File: src/rtl/tdr_pkg.sv
package tdr_pkg;

  // control-word bit positions
  localparam int OWN_BIT  = 31;
  localparam int EOR_BIT  = 30;
  localparam int FS_BIT   = 29;
  localparam int LS_BIT   = 28;
  localparam int LEN_W    = 16;

  // interrupt-status bit positions
  localparam int EVT_W    = 16;
  localparam int EVT_TOK  = 2;
  localparam int EVT_TER  = 3;
  localparam int EVT_TDU  = 7;

  // doorbell bit for the normal ring
  localparam int POLL_BIT = 6;

  // descriptor geometry (bytes)
  localparam int DESC_BYTES = 16;
  localparam int OFS_CTRL   = 0;
  localparam int OFS_LO     = 8;
  localparam int OFS_HI     = 12;

  typedef enum logic [2:0] {
    S_IDLE,
    S_RD_CTRL,
    S_RD_LO,
    S_RD_HI,
    S_SEND,
    S_WB
  } tdr_state_e;

  function automatic logic owned(input logic [31:0] ctrl);
    return ctrl[OWN_BIT];
  endfunction

  function automatic logic whole_frame(input logic [31:0] ctrl);
    return ctrl[FS_BIT] & ctrl[LS_BIT];
  endfunction

  function automatic logic [31:0] wb_ctrl(input logic [31:0] ctrl);
    logic [31:0] w;
    w = ctrl;
    w[OWN_BIT] = 1'b0;
    return w;
  endfunction

  function automatic logic [LEN_W-1:0] frame_len(input logic [31:0] ctrl);
    return ctrl[LEN_W-1:0];
  endfunction

endpackage

File: src/rtl/tdr_regs.sv
module tdr_regs #(
  parameter int ADDR_W = 32
) (
  input  logic              clk,
  input  logic              rst_n,
  input  logic              reg_we,
  input  logic              reg_sel,
  input  logic [31:0]       reg_wdata,
  input  logic              active,
  output logic [ADDR_W-1:0] base_q,
  output logic              base_load,
  output logic [ADDR_W-1:0] base_new,
  output logic              kick
);
  import tdr_pkg::*;

  localparam int ALIGN_BITS = $clog2(DESC_BYTES);

  function automatic logic [ADDR_W-1:0] align_base(input logic [31:0] w);
    logic [ADDR_W-1:0] a;
    a = w[ADDR_W-1:0];
    a[ALIGN_BITS-1:0] = '0;
    return a;
  endfunction

  assign base_new  = align_base(reg_wdata);
  assign base_load = reg_we && (reg_sel == 1'b0) && !active;
  assign kick      = reg_we && (reg_sel == 1'b1) && reg_wdata[POLL_BIT];

  always_ff @(posedge clk or negedge rst_n) begin
    if (!rst_n) base_q <= '0;
    else if (base_load) base_q <= base_new;
  end

  // base register frozen while engine is busy
  p_base_frozen_r9: assert property (@(posedge clk) disable iff (!rst_n)
    active |=> $stable(base_q));

endmodule

File: src/rtl/tdr_ptr.sv
module tdr_ptr #(
  parameter int ADDR_W = 32
) (
  input  logic              clk,
  input  logic              rst_n,
  input  logic              load,
  input  logic [ADDR_W-1:0] load_addr,
  input  logic [ADDR_W-1:0] base,
  input  logic              advance,
  input  logic              wrap,
  output logic [ADDR_W-1:0] cur_addr
);
  import tdr_pkg::*;

  localparam logic [ADDR_W-1:0] STEP = ADDR_W'(DESC_BYTES);

  function automatic logic [ADDR_W-1:0] next_slot(
    input logic [ADDR_W-1:0] cur,
    input logic [ADDR_W-1:0] rb,
    input logic              at_end);
    return at_end ? rb : cur + STEP;
  endfunction

  always_ff @(posedge clk or negedge rst_n) begin
    if (!rst_n)       cur_addr <= '0;
    else if (load)    cur_addr <= load_addr;
    else if (advance) cur_addr <= next_slot(cur_addr, base, wrap);
  end

  // end-of-ring returns to base
  p_wrap_to_base_r8: assert property (@(posedge clk) disable iff (!rst_n)
    (advance && wrap && !load) |=> (cur_addr == $past(base)));

  // otherwise step one slot
  p_step_slot_r8: assert property (@(posedge clk) disable iff (!rst_n)
    (advance && !wrap && !load) |=> (cur_addr == $past(cur_addr) + STEP));

  // pointer holds between events
  p_ptr_hold_r9: assert property (@(posedge clk) disable iff (!rst_n)
    (!advance && !load) |=> $stable(cur_addr));

endmodule

File: src/rtl/tdr_fsm.sv
module tdr_fsm #(
  parameter int ADDR_W = 32
) (
  input  logic                      clk,
  input  logic                      rst_n,
  input  logic                      kick,
  input  logic [ADDR_W-1:0]         cur_addr,
  output logic                      mem_req,
  output logic                      mem_we,
  output logic [ADDR_W-1:0]         mem_addr,
  output logic [31:0]               mem_wdata,
  input  logic                      mem_ack,
  input  logic [31:0]               mem_rdata,
  output logic                      frm_req,
  output logic [63:0]               frm_addr,
  output logic [tdr_pkg::LEN_W-1:0] frm_len,
  input  logic                      frm_done,
  input  logic                      frm_err,
  output logic                      advance,
  output logic                      wrap,
  output logic                      active,
  output logic [tdr_pkg::EVT_W-1:0] evt
);
  import tdr_pkg::*;

  tdr_state_e         state_q, state_d;
  logic [31:0]        ctrl_q, ctrl_d;
  logic [31:0]        lo_q, lo_d;
  logic [31:0]        hi_q, hi_d;
  logic               err_q, err_d;
  logic               pend_q, pend_d;
  logic [EVT_W-1:0]   evt_q, evt_d;

  function automatic logic [ADDR_W-1:0] word_addr(
    input logic [ADDR_W-1:0] cur, input tdr_state_e st);
    case (st)
      S_RD_LO: return cur + ADDR_W'(OFS_LO);
      S_RD_HI: return cur + ADDR_W'(OFS_HI);
      default: return cur + ADDR_W'(OFS_CTRL);
    endcase
  endfunction

  always_comb begin
    state_d = state_q;
    ctrl_d  = ctrl_q;
    lo_d    = lo_q;
    hi_d    = hi_q;
    err_d   = err_q;
    pend_d  = pend_q | (kick && (state_q != S_IDLE));
    evt_d   = '0;
    advance = 1'b0;
    case (state_q)
      S_IDLE: begin
        pend_d = 1'b0;
        if (kick) state_d = S_RD_CTRL;
      end
      S_RD_CTRL: if (mem_ack) begin
        ctrl_d = mem_rdata;
        if (!owned(mem_rdata)) begin
          pend_d = 1'b0;
          if (!(pend_q || kick)) begin
            state_d        = S_IDLE;
            evt_d[EVT_TDU] = 1'b1;
          end
        end else if (whole_frame(mem_rdata)) begin
          state_d = S_RD_LO;
        end else begin
          err_d   = 1'b1;
          state_d = S_WB;
        end
      end
      S_RD_LO: if (mem_ack) begin
        lo_d    = mem_rdata;
        state_d = S_RD_HI;
      end
      S_RD_HI: if (mem_ack) begin
        hi_d    = mem_rdata;
        err_d   = 1'b0;
        state_d = S_SEND;
      end
      S_SEND: if (frm_done) begin
        err_d   = frm_err;
        state_d = S_WB;
      end
      S_WB: if (mem_ack) begin
        advance = 1'b1;
        if (err_q) evt_d[EVT_TER] = 1'b1;
        else       evt_d[EVT_TOK] = 1'b1;
        state_d = S_RD_CTRL;
      end
      default: state_d = S_IDLE;
    endcase
  end

  always_ff @(posedge clk or negedge rst_n) begin
    if (!rst_n) begin
      state_q <= S_IDLE;
      ctrl_q  <= '0;
      lo_q    <= '0;
      hi_q    <= '0;
      err_q   <= 1'b0;
      pend_q  <= 1'b0;
      evt_q   <= '0;
    end else begin
      state_q <= state_d;
      ctrl_q  <= ctrl_d;
      lo_q    <= lo_d;
      hi_q    <= hi_d;
      err_q   <= err_d;
      pend_q  <= pend_d;
      evt_q   <= evt_d;
    end
  end

  assign mem_req   = (state_q == S_RD_CTRL) || (state_q == S_RD_LO) ||
                     (state_q == S_RD_HI)   || (state_q == S_WB);
  assign mem_we    = (state_q == S_WB);
  assign mem_addr  = word_addr(cur_addr, state_q);
  assign mem_wdata = wb_ctrl(ctrl_q);
  assign frm_req   = (state_q == S_SEND);
  assign frm_addr  = {hi_q, lo_q};
  assign frm_len   = frame_len(ctrl_q);
  assign wrap      = ctrl_q[EOR_BIT];
  assign active    = (state_q != S_IDLE);
  assign evt       = evt_q;

  // memory and sender never busy together
  p_no_overlap_r11: assert property (@(posedge clk) disable iff (!rst_n)
    !(mem_req && frm_req));

  // at most one status bit per cycle
  p_evt_onehot_r6: assert property (@(posedge clk) disable iff (!rst_n)
    $onehot0(evt));

  // memory request held stable until acknowledged
  p_mem_hold_r3: assert property (@(posedge clk) disable iff (!rst_n)
    (mem_req && !mem_ack) |=> (mem_req && $stable(mem_addr) && $stable(mem_we)));

  // frame request held stable until done
  p_frm_hold_r3: assert property (@(posedge clk) disable iff (!rst_n)
    (frm_req && !frm_done) |=> (frm_req && $stable(frm_addr) && $stable(frm_len)));

  // write-back always hands ownership back
  p_wb_own_clear_r5: assert property (@(posedge clk) disable iff (!rst_n)
    (mem_req && mem_we) |-> !mem_wdata[OWN_BIT]);

  // unavailable event leaves the engine quiet
  p_tdu_idle_r7: assert property (@(posedge clk) disable iff (!rst_n)
    evt[EVT_TDU] |-> (!mem_req && !frm_req));

  // write-back only follows a completed send or malformed fetch
  p_wb_after_done_r5: assert property (@(posedge clk) disable iff (!rst_n)
    (frm_req && frm_done) |=> (mem_req && mem_we));

endmodule

File: src/rtl/tdr_engine.sv
module tdr_engine #(
  parameter int ADDR_W = 32
) (
  input  logic              clk,
  input  logic              rst_n,
  input  logic              reg_we,
  input  logic              reg_sel,
  input  logic [31:0]       reg_wdata,
  output logic              mem_req,
  output logic              mem_we,
  output logic [ADDR_W-1:0] mem_addr,
  output logic [31:0]       mem_wdata,
  input  logic              mem_ack,
  input  logic [31:0]       mem_rdata,
  output logic              frm_req,
  output logic [63:0]       frm_addr,
  output logic [15:0]       frm_len,
  input  logic              frm_done,
  input  logic              frm_err,
  output logic [15:0]       int_evt
);

  logic [ADDR_W-1:0] base_q;
  logic [ADDR_W-1:0] base_new;
  logic [ADDR_W-1:0] cur_addr;
  logic              base_load;
  logic              kick;
  logic              active;
  logic              advance;
  logic              wrap;

  tdr_regs #(.ADDR_W(ADDR_W)) u_regs (
    .clk       (clk),
    .rst_n     (rst_n),
    .reg_we    (reg_we),
    .reg_sel   (reg_sel),
    .reg_wdata (reg_wdata),
    .active    (active),
    .base_q    (base_q),
    .base_load (base_load),
    .base_new  (base_new),
    .kick      (kick)
  );

  tdr_ptr #(.ADDR_W(ADDR_W)) u_ptr (
    .clk       (clk),
    .rst_n     (rst_n),
    .load      (base_load),
    .load_addr (base_new),
    .base      (base_q),
    .advance   (advance),
    .wrap      (wrap),
    .cur_addr  (cur_addr)
  );

  tdr_fsm #(.ADDR_W(ADDR_W)) u_fsm (
    .clk       (clk),
    .rst_n     (rst_n),
    .kick      (kick),
    .cur_addr  (cur_addr),
    .mem_req   (mem_req),
    .mem_we    (mem_we),
    .mem_addr  (mem_addr),
    .mem_wdata (mem_wdata),
    .mem_ack   (mem_ack),
    .mem_rdata (mem_rdata),
    .frm_req   (frm_req),
    .frm_addr  (frm_addr),
    .frm_len   (frm_len),
    .frm_done  (frm_done),
    .frm_err   (frm_err),
    .advance   (advance),
    .wrap      (wrap),
    .active    (active),
    .evt       (int_evt)
  );

endmodule

File: config.mk
export PLATFORM = sky130hd
export DESIGN_NAME = tdr_engine
export DESIGN_NICKNAME = d
export VERILOG_FILES = /design/src/rtl/tdr_pkg.sv /design/src/rtl/tdr_regs.sv /design/src/rtl/tdr_ptr.sv /design/src/rtl/tdr_fsm.sv /design/src/rtl/tdr_engine.sv
export SDC_FILE = /design/constraint.sdc
export NUM_CORES = 1
export LEC_CHECK = 0
export ABC_AREA = 0
export CAP_MARGIN = 0
export CORE_MARGIN = 1
export CORE_UTILIZATION = 35
export DETAILED_ROUTE_END_ITERATION = 6
export DONT_BUFFER_PORTS = 1
export PLACE_DENSITY = 0.59
export SYNTH_ARGS = -nofsm -noshare
export SYNTH_HDL_FRONTEND = slang
export SYNTH_SLANG_ARGS = --single-unit
File: constraint.sdc
create_clock -name clk -period 2.05 [get_ports clk]
set_input_delay 0.3075 -clock clk [delete_from_list [all_inputs] [get_ports clk]]
set_output_delay 0.3075 -clock clk [all_outputs]
set_load 0.03 [all_outputs]
==> results.py, run 1 <==
metrics = {
    "run_status": {
        "status": "finished with violations",
        "violations": "hold timing",
    },
    "setup_path": {
        "worstSetupEndpointType": "flip-flop",
        "crit_fanout": 17,
        "crit_chain": "or4b_4 -> a21o_4 -> o21ai_0 -> a31oi_1 -> or3_1",
        "reg2reg_to": "u_ptr.cur_addr[28]",
        "cp-start-kind": "flip-flop",
        "r2r_start": "u_fsm.state_q[2]",
        "reg2reg_depth": 5,
        "crit_buf_inv": 0,
        "reg2reg_slack_ns": 0.09,
        "cp_num_cells": 5,
        "crit_family": "simple AND/OR/NAND/NOR gates",
        "arrival_ns": 2.24,
        "critPathMaxStageDelay_ns": 0.54,
        "critPathCapture": "u_ptr.cur_addr[28]",
        "worst_path_max_delay_cell": "or4b_4",
        "critPathKind": "flip-flop to flip-flop",
        "cp.required_ns": 2.33,
        "crit_start": "u_fsm.state_q[2]",
    },
    "global_route": {
        "grt_max_degree": 160,
        "grt_overflow": 0,
        "antenna_found_initial": 0,
        "grt_pass1_wl_mm": 29.3,
        "grtUsageTotal_pct": 17.6,
        "grt_pass1_vias": 5383,
    },
    "clock_tree": {
        "path_clk_slew_ns": 0.07,
        "cts.sinks": 159,
        "clk-insertion-delay-late_ns": 0.42,
        "h-tree-depth": 4,
        "cts_tree": "done",
        "clockBufferDepth": 2,
        "cts_made_buffers": 17,
        "cts-root-buf": "clkbuf_16",
    },
    "layout": {
        "final_common_cell": "dfrtp_1",
        "antenna_cells": 0,
        "area_growth_pct": 15.6,
        "instances_no_fill": 959,
        "drive_gt1_share_pct": 28.7,
        "final_cell_mix": "dfrtp_1, nand2_1, mux2_2",
        "final_nets": 749,
        "final_util_pct": 41.6,
        "fin_area_um2": 8480,
    },
    "logic_synthesis": {
        "ys_seq_area_share_pct": 54.2,
        "yosysTopAreaCellShare_pct": 54.2,
        "ys_async_sr_fraction_pct": 100,
        "syn_avg_cell_area_um2": 11.0,
        "synth.area.top_cells": "dfrtp_1, mux2_2, nand2_1, buf_4, clkbuf_1",
        "ys_ff_latch": 159,
        "synth_edf_count": 0,
        "synth_top_cell_by_area": "dfrtp_1",
        "syn_inst": 666,
        "ys_warn_count": 0,
        "syn-cell-area_um2": 7330,
        "synth_ff_type": "dfrtp_1",
        "synth.distinct_cells": 58,
    },
    "routing": {
        "via_per_inst": 5.29,
        "num_vias": 5076,
        "dr.pass1.iters": 7,
        "wl_per_cell_um": 19.3,
        "wl_mm": 18.5,
        "ant_nets": 0,
        "drc_errors": 0,
        "drt-initial-drc-count": 246,
    },
    "place": {
        "dpl_worst_slack_ns": 0.110,
        "gp_congestion": 0.843,
        "placed_area_um2": 7710,
        "hpwl_mm": 12.6,
        "dp_cells": 911,
        "io_buffers": 0,
    },
    "power": {
        "irDropWorstVdd_v": 0.000894,
        "cellLeakagePower_nw": 3.87,
        "p_total_mw": 15.6,
        "power.density_nw_per_um2": 1840,
    },
    "floorplanning": {
        "io_pins": 234,
        "initial_core_util_pct": 36.0,
        "die_w_um": 147,
        "rows": 52,
        "die_y_um": 147,
        "core_area_um2": 20400,
        "die-area_um2": 21500,
    },
    "sta": {
        "slew_headroom_pct": 56.7,
        "fmax_mhz": 510,
        "slew_violations": 0,
        "whs_ns": -0.410,
        "fin_crit_sh_pct": 95.6,
        "fin_skew_ns": 0.0116,
        "finalCriticalPeriod_ns": 1.96,
        "hold_violations": 159,
        "setup_viol": 0,
        "rsz0062_at_grt": "false",
        "tightest_slew_ns": 0.649,
        "fin_setup_tns_ns": 0,
        "setup_slack_ns": 0.0892,
    },
    "flow_run": {
        "max_cap_viol_count": 0,
    },
    "min_path": {
        "hp-class": "input port to asynchronous set/reset pin",
    },
}
## Yosys cell counts, types with 2 or more instances
cell      instances
o211ai_1          5
a211oi_1          2
and3_1            6
xnor2_1           4
nor2_1           20
o311ai_0          7
a41oi_1           2
buf_2            15
or3_1             2
clkbuf_1         45
buf_6             2
a22oi_1          11
nand4_4           2
nand2_1         120
nand2b_1          2
and2_1            3
inv_1             7
buf_4            33
a31oi_1           7
o221ai_1          2
nor3_1            5
mux2_2           96
a21o_1            2
a21oi_1          13
dfrtp_1         159
nor2b_1           2
nand4b_1          2
mux2i_1           2
xor2_1            4
o21bai_1          2
nor4_2            2
nand3_1          19
nand4_1           3
o21ai_0          27
a222oi_1          7
o41ai_1           2
## cells by family (layout without fill, tap and decap cells)
kind of cell,Yosys count,count (layout),synth area share [%]
fa+ha+maj,1,1,0.171
xor+xnor,8,8,0.955
other cells,1,16,0.0511
flops,159,159,54.2
simple gates,199,199,13.0
buf+inv,103,111,7.42
mux,98,98,15.0
compound gates,97,97,9.13
## cell type report
| cell class | instances | area (um^2) |
|---|---|---|
| Clock buffer | 17 | 425 |
| Clock inverter | 14 | 166 |
| Fill cell | 1969 | 11900 |
| Inverter | 7 | 26.3 |
| Multi-Input combinational cell | 419 | 2910 |
| Sequential cell | 159 | 3980 |
| Tap cell | 270 | 338 |
| Timing Repair Buffer | 73 | 641 |
## layer usage
metal / up-vias / global-route usage [%] / part of all wire, %
met3: 16 / 7.58 / 10
met5: - / 0 / 0
met4: 0 / 5.83 / 1.3
li1: 2279 / - / -
met2: 225 / 30.7 / 51
met1: 2556 / 19.2 / 38
## sequential cells by signal, indices dropped and copies added, names as in the netlist, 3 cells and up
name,cells
u_fsm.hi_q,32
u_fsm.state_q,3
u_regs.base_q,28
u_fsm.ctrl_q,31
u_ptr.cur_addr,28
u_fsm.lo_q,32
u_fsm.evt,3
## worst min-delay path by stage
| stage | endpoint | slack [ns] | cells after the start |
|---|---|---|---|
| floorplan | u_fsm.ctrl_q[0] | 0.01 | 0 |
| CTS | u_ptr.cur_addr[9] | -0.44 | 0 |
| global route | u_ptr.cur_addr[8] | -0.44 | 0 |
| finish | u_ptr.cur_addr[8] | -0.41 | 0 |
| detailed placement | u_ptr.cur_addr[8] | 0.02 | 0 |
| global placement | u_regs.base_q[8] | 0.02 | 0 |
## worst reg2reg max path: cells and delay by family (launching register included)
kind | cells | cell delay (ns)
AOI/OAI and AO/OA | 3 | 0.56
DFF | 1 | 0.42
and+or+nand+nor | 2 | 0.86
## power by group
part | leakage, nW | switching [mW] | total [mW] | internal, mW
logic | 1.57 | 2.29 | 4.20 | 1.91
registers | 2.00 | 3.50 | 8.13 | 4.63
clock network | 0.294 | 1.40 | 3.24 | 1.84
total | 3.87 | 7.19 | 15.6 | 8.38
## repair_timing
item / in CTS / in global routing
hold endpoints to repair: 175 / 160
setup endpoints to repair: 0 / 4
hold buffers: 16 / 1
resized for setup: 0 / 4
buffers inserted: 0 / 0
Power figures use the tool's default switching activity.
==> run 2, diff against run 1 <==
==> constraint.sdc (replaced) <==
create_clock -name clk -period 2.05 [get_ports clk]
set_input_delay 0.41 -clock clk [delete_from_list [all_inputs] [get_ports clk]]
set_output_delay 0.41 -clock clk [all_outputs]
set_load 0.03 [all_outputs]
==> results.py, run 2 (same netlist as run 1, synthesis figures left out) <==
metrics = {
    "place": {
        "hpwl_mm": 12.6,
        "io_buffers": 0,
        "placed_area_um2": 7720,
        "dpl_worst_slack_ns": 0.0594,
        "gp_congestion": 0.822,
    },
    "layout": {
        "fin_area_um2": 8330,
        "final_common_cell": "dfrtp_1",
        "largestRegisters": "u_fsm.hi_q (32), u_fsm.lo_q (32), u_fsm.ctrl_q (31)",
        "area_growth_pct": 13.6,
        "drive_gt1_share_pct": 29.8,
        "final_cell_mix": "dfrtp_1, nand2_1, mux2_2",
        "antenna_cells": 0,
        "final_nets": 734,
    },
    "setup_path": {
        "critPathMaxStageDelay_ns": 0.55,
        "crit_fanout": 9,
        "crit_buf_inv": 1,
        "critPathKind": "flip-flop to flip-flop",
        "cp.required_ns": 2.35,
        "cp-start-kind": "flip-flop",
        "worstSetupEndpointType": "flip-flop",
        "arrival_ns": 2.28,
        "crit_family": "simple AND/OR/NAND/NOR gates",
        "crit_chain": "or4b_4 -> a21o_4 -> buf_6 -> a222oi_1 -> nand2_1",
        "worst_path_max_delay_cell": "or4b_4",
    },
    "sta": {
        "slew_headroom_pct": 57.3,
        "fin_crit_sh_pct": 96.8,
        "finalCriticalPeriod_ns": 1.98,
        "whs_ns": -0.305,
        "setup_viol": 0,
        "fmax_mhz": 504,
        "fin_setup_tns_ns": 0,
        "rsz0062_at_grt": "false",
        "tightest_slew_ns": 0.640,
        "setup_slack_ns": 0.0651,
        "hold_violations": 159,
        "fin_skew_ns": 0.00652,
        "slew_violations": 0,
    },
    "routing": {
        "ant_nets": 0,
        "num_vias": 5036,
        "dr.pass1.iters": 6,
        "drc_errors": 0,
        "wl_per_cell_um": 19.4,
        "wl_mm": 18.3,
        "via_per_inst": 5.33,
        "drt-initial-drc-count": 288,
    },
    "clock_tree": {
        "cts_made_buffers": 17,
        "h-tree-depth": 4,
        "path_clk_slew_ns": 0.07,
        "cts_tree": "done",
        "cts.sinks": 159,
        "clockBufferDepth": 2,
        "clk-insertion-delay-late_ns": 0.41,
        "cts-root-buf": "clkbuf_16",
    },
    "global_route": {
        "grt_pass1_wl_mm": 29.1,
        "grt_max_degree": 160,
        "grt_overflow": 0,
        "grt_pass1_vias": 5304,
        "grt_util_met3_pct": 6.99,
        "use_met1_pct": 19.7,
        "top_usage_layer": "met2",
        "grtUsageTotal_pct": 17.4,
        "met2_usage_pct": 29.9,
        "antenna_found_initial": 0,
    },
    "power": {
        "irDropWorstVdd_v": 0.000868,
        "cellLeakagePower_nw": 3.81,
        "power.density_nw_per_um2": 1860,
        "p_total_mw": 15.5,
    },
    "floorplanning": {
        "initial_core_util_pct": 36.0,
        "die_w_um": 147,
        "die-area_um2": 21500,
        "core_area_um2": 20400,
        "die_y_um": 147,
        "rows": 52,
        "io_pins": 234,
    },
    "flow_run": {
        "max_cap_viol_count": 0,
    },
    "min_path": {
        "hp-class": "input port to asynchronous set/reset pin",
    },
    "run_status": {
        "status": "finished with violations",
        "violations": "hold timing",
    },
}
run 2: what timing repair did:
action / CTS / global route
setup endpoints to repair: 1 / 6
gates resized for setup: 1 / 6
setup buffers: 0 / 2
endpoints found under the hold margin: 159 / 159
pin swaps: 0 / 1
run 2: path summary, 6_finish.rpt:
| path | from | endpoint | slack, ns | cells after the start |
|---|---|---|---|---|
| setup reg to reg | u_fsm.state_q[2] | u_ptr.cur_addr[26] | 0.07 | 5 |
| min in group clk | mem_rdata[31] | u_fsm.evt[7] | 0.05 | 1 |
| setup / recovery | u_fsm.state_q[2] | u_ptr.cur_addr[26] | 0.07 | 5 |
| max in group asynchronous | rst_n | u_fsm.evt[3] | 1.97 | 0 |
| hold / removal | rst_n | u_ptr.cur_addr[7] | -0.30 | 0 |
| hold reg to reg | u_fsm.err_q | u_fsm.evt[2] | 0.46 | 1 |
run 2: area by class of cell:
class / count / area, um^2
clock buffers: 17 / 425
clock inverters: 14 / 149
fillers: 1954 / 12000
inverters: 7 / 26.3
multi-input cells: 419 / 2910
flip-flops and latches: 159 / 3980
well taps: 270 / 338
repair buffers: 58 / 505
run 2: metrics by stage:
step | util (%) | hold WS, ns | instances
finish | 40.9 | -0.305 | 944
global route | 40.9 | -0.346 | 944
CTS | 40.8 | -0.329 | 942
detailed placement | 37.9 | 0.120 | 911
global placement | 37.9 | 0.121 | 911
floorplan | - | 0.114 | 681
run 2: routing by layer:
layer	share of wire [%]	up-vias	routed length, um
met4	1.5	0	267
met1	38	2510	6910
met5	0	-	0
met3	11	25	1990
met2	50	250	9150
li1	-	2251	-
run 2: power by group:
part | switching (mW) | leakage (nW) | total [mW] | internal (mW)
logic | 2.28 | 1.52 | 4.21 | 1.92
clock network | 1.41 | 0.283 | 3.13 | 1.72
registers | 3.52 | 2.00 | 8.15 | 4.63
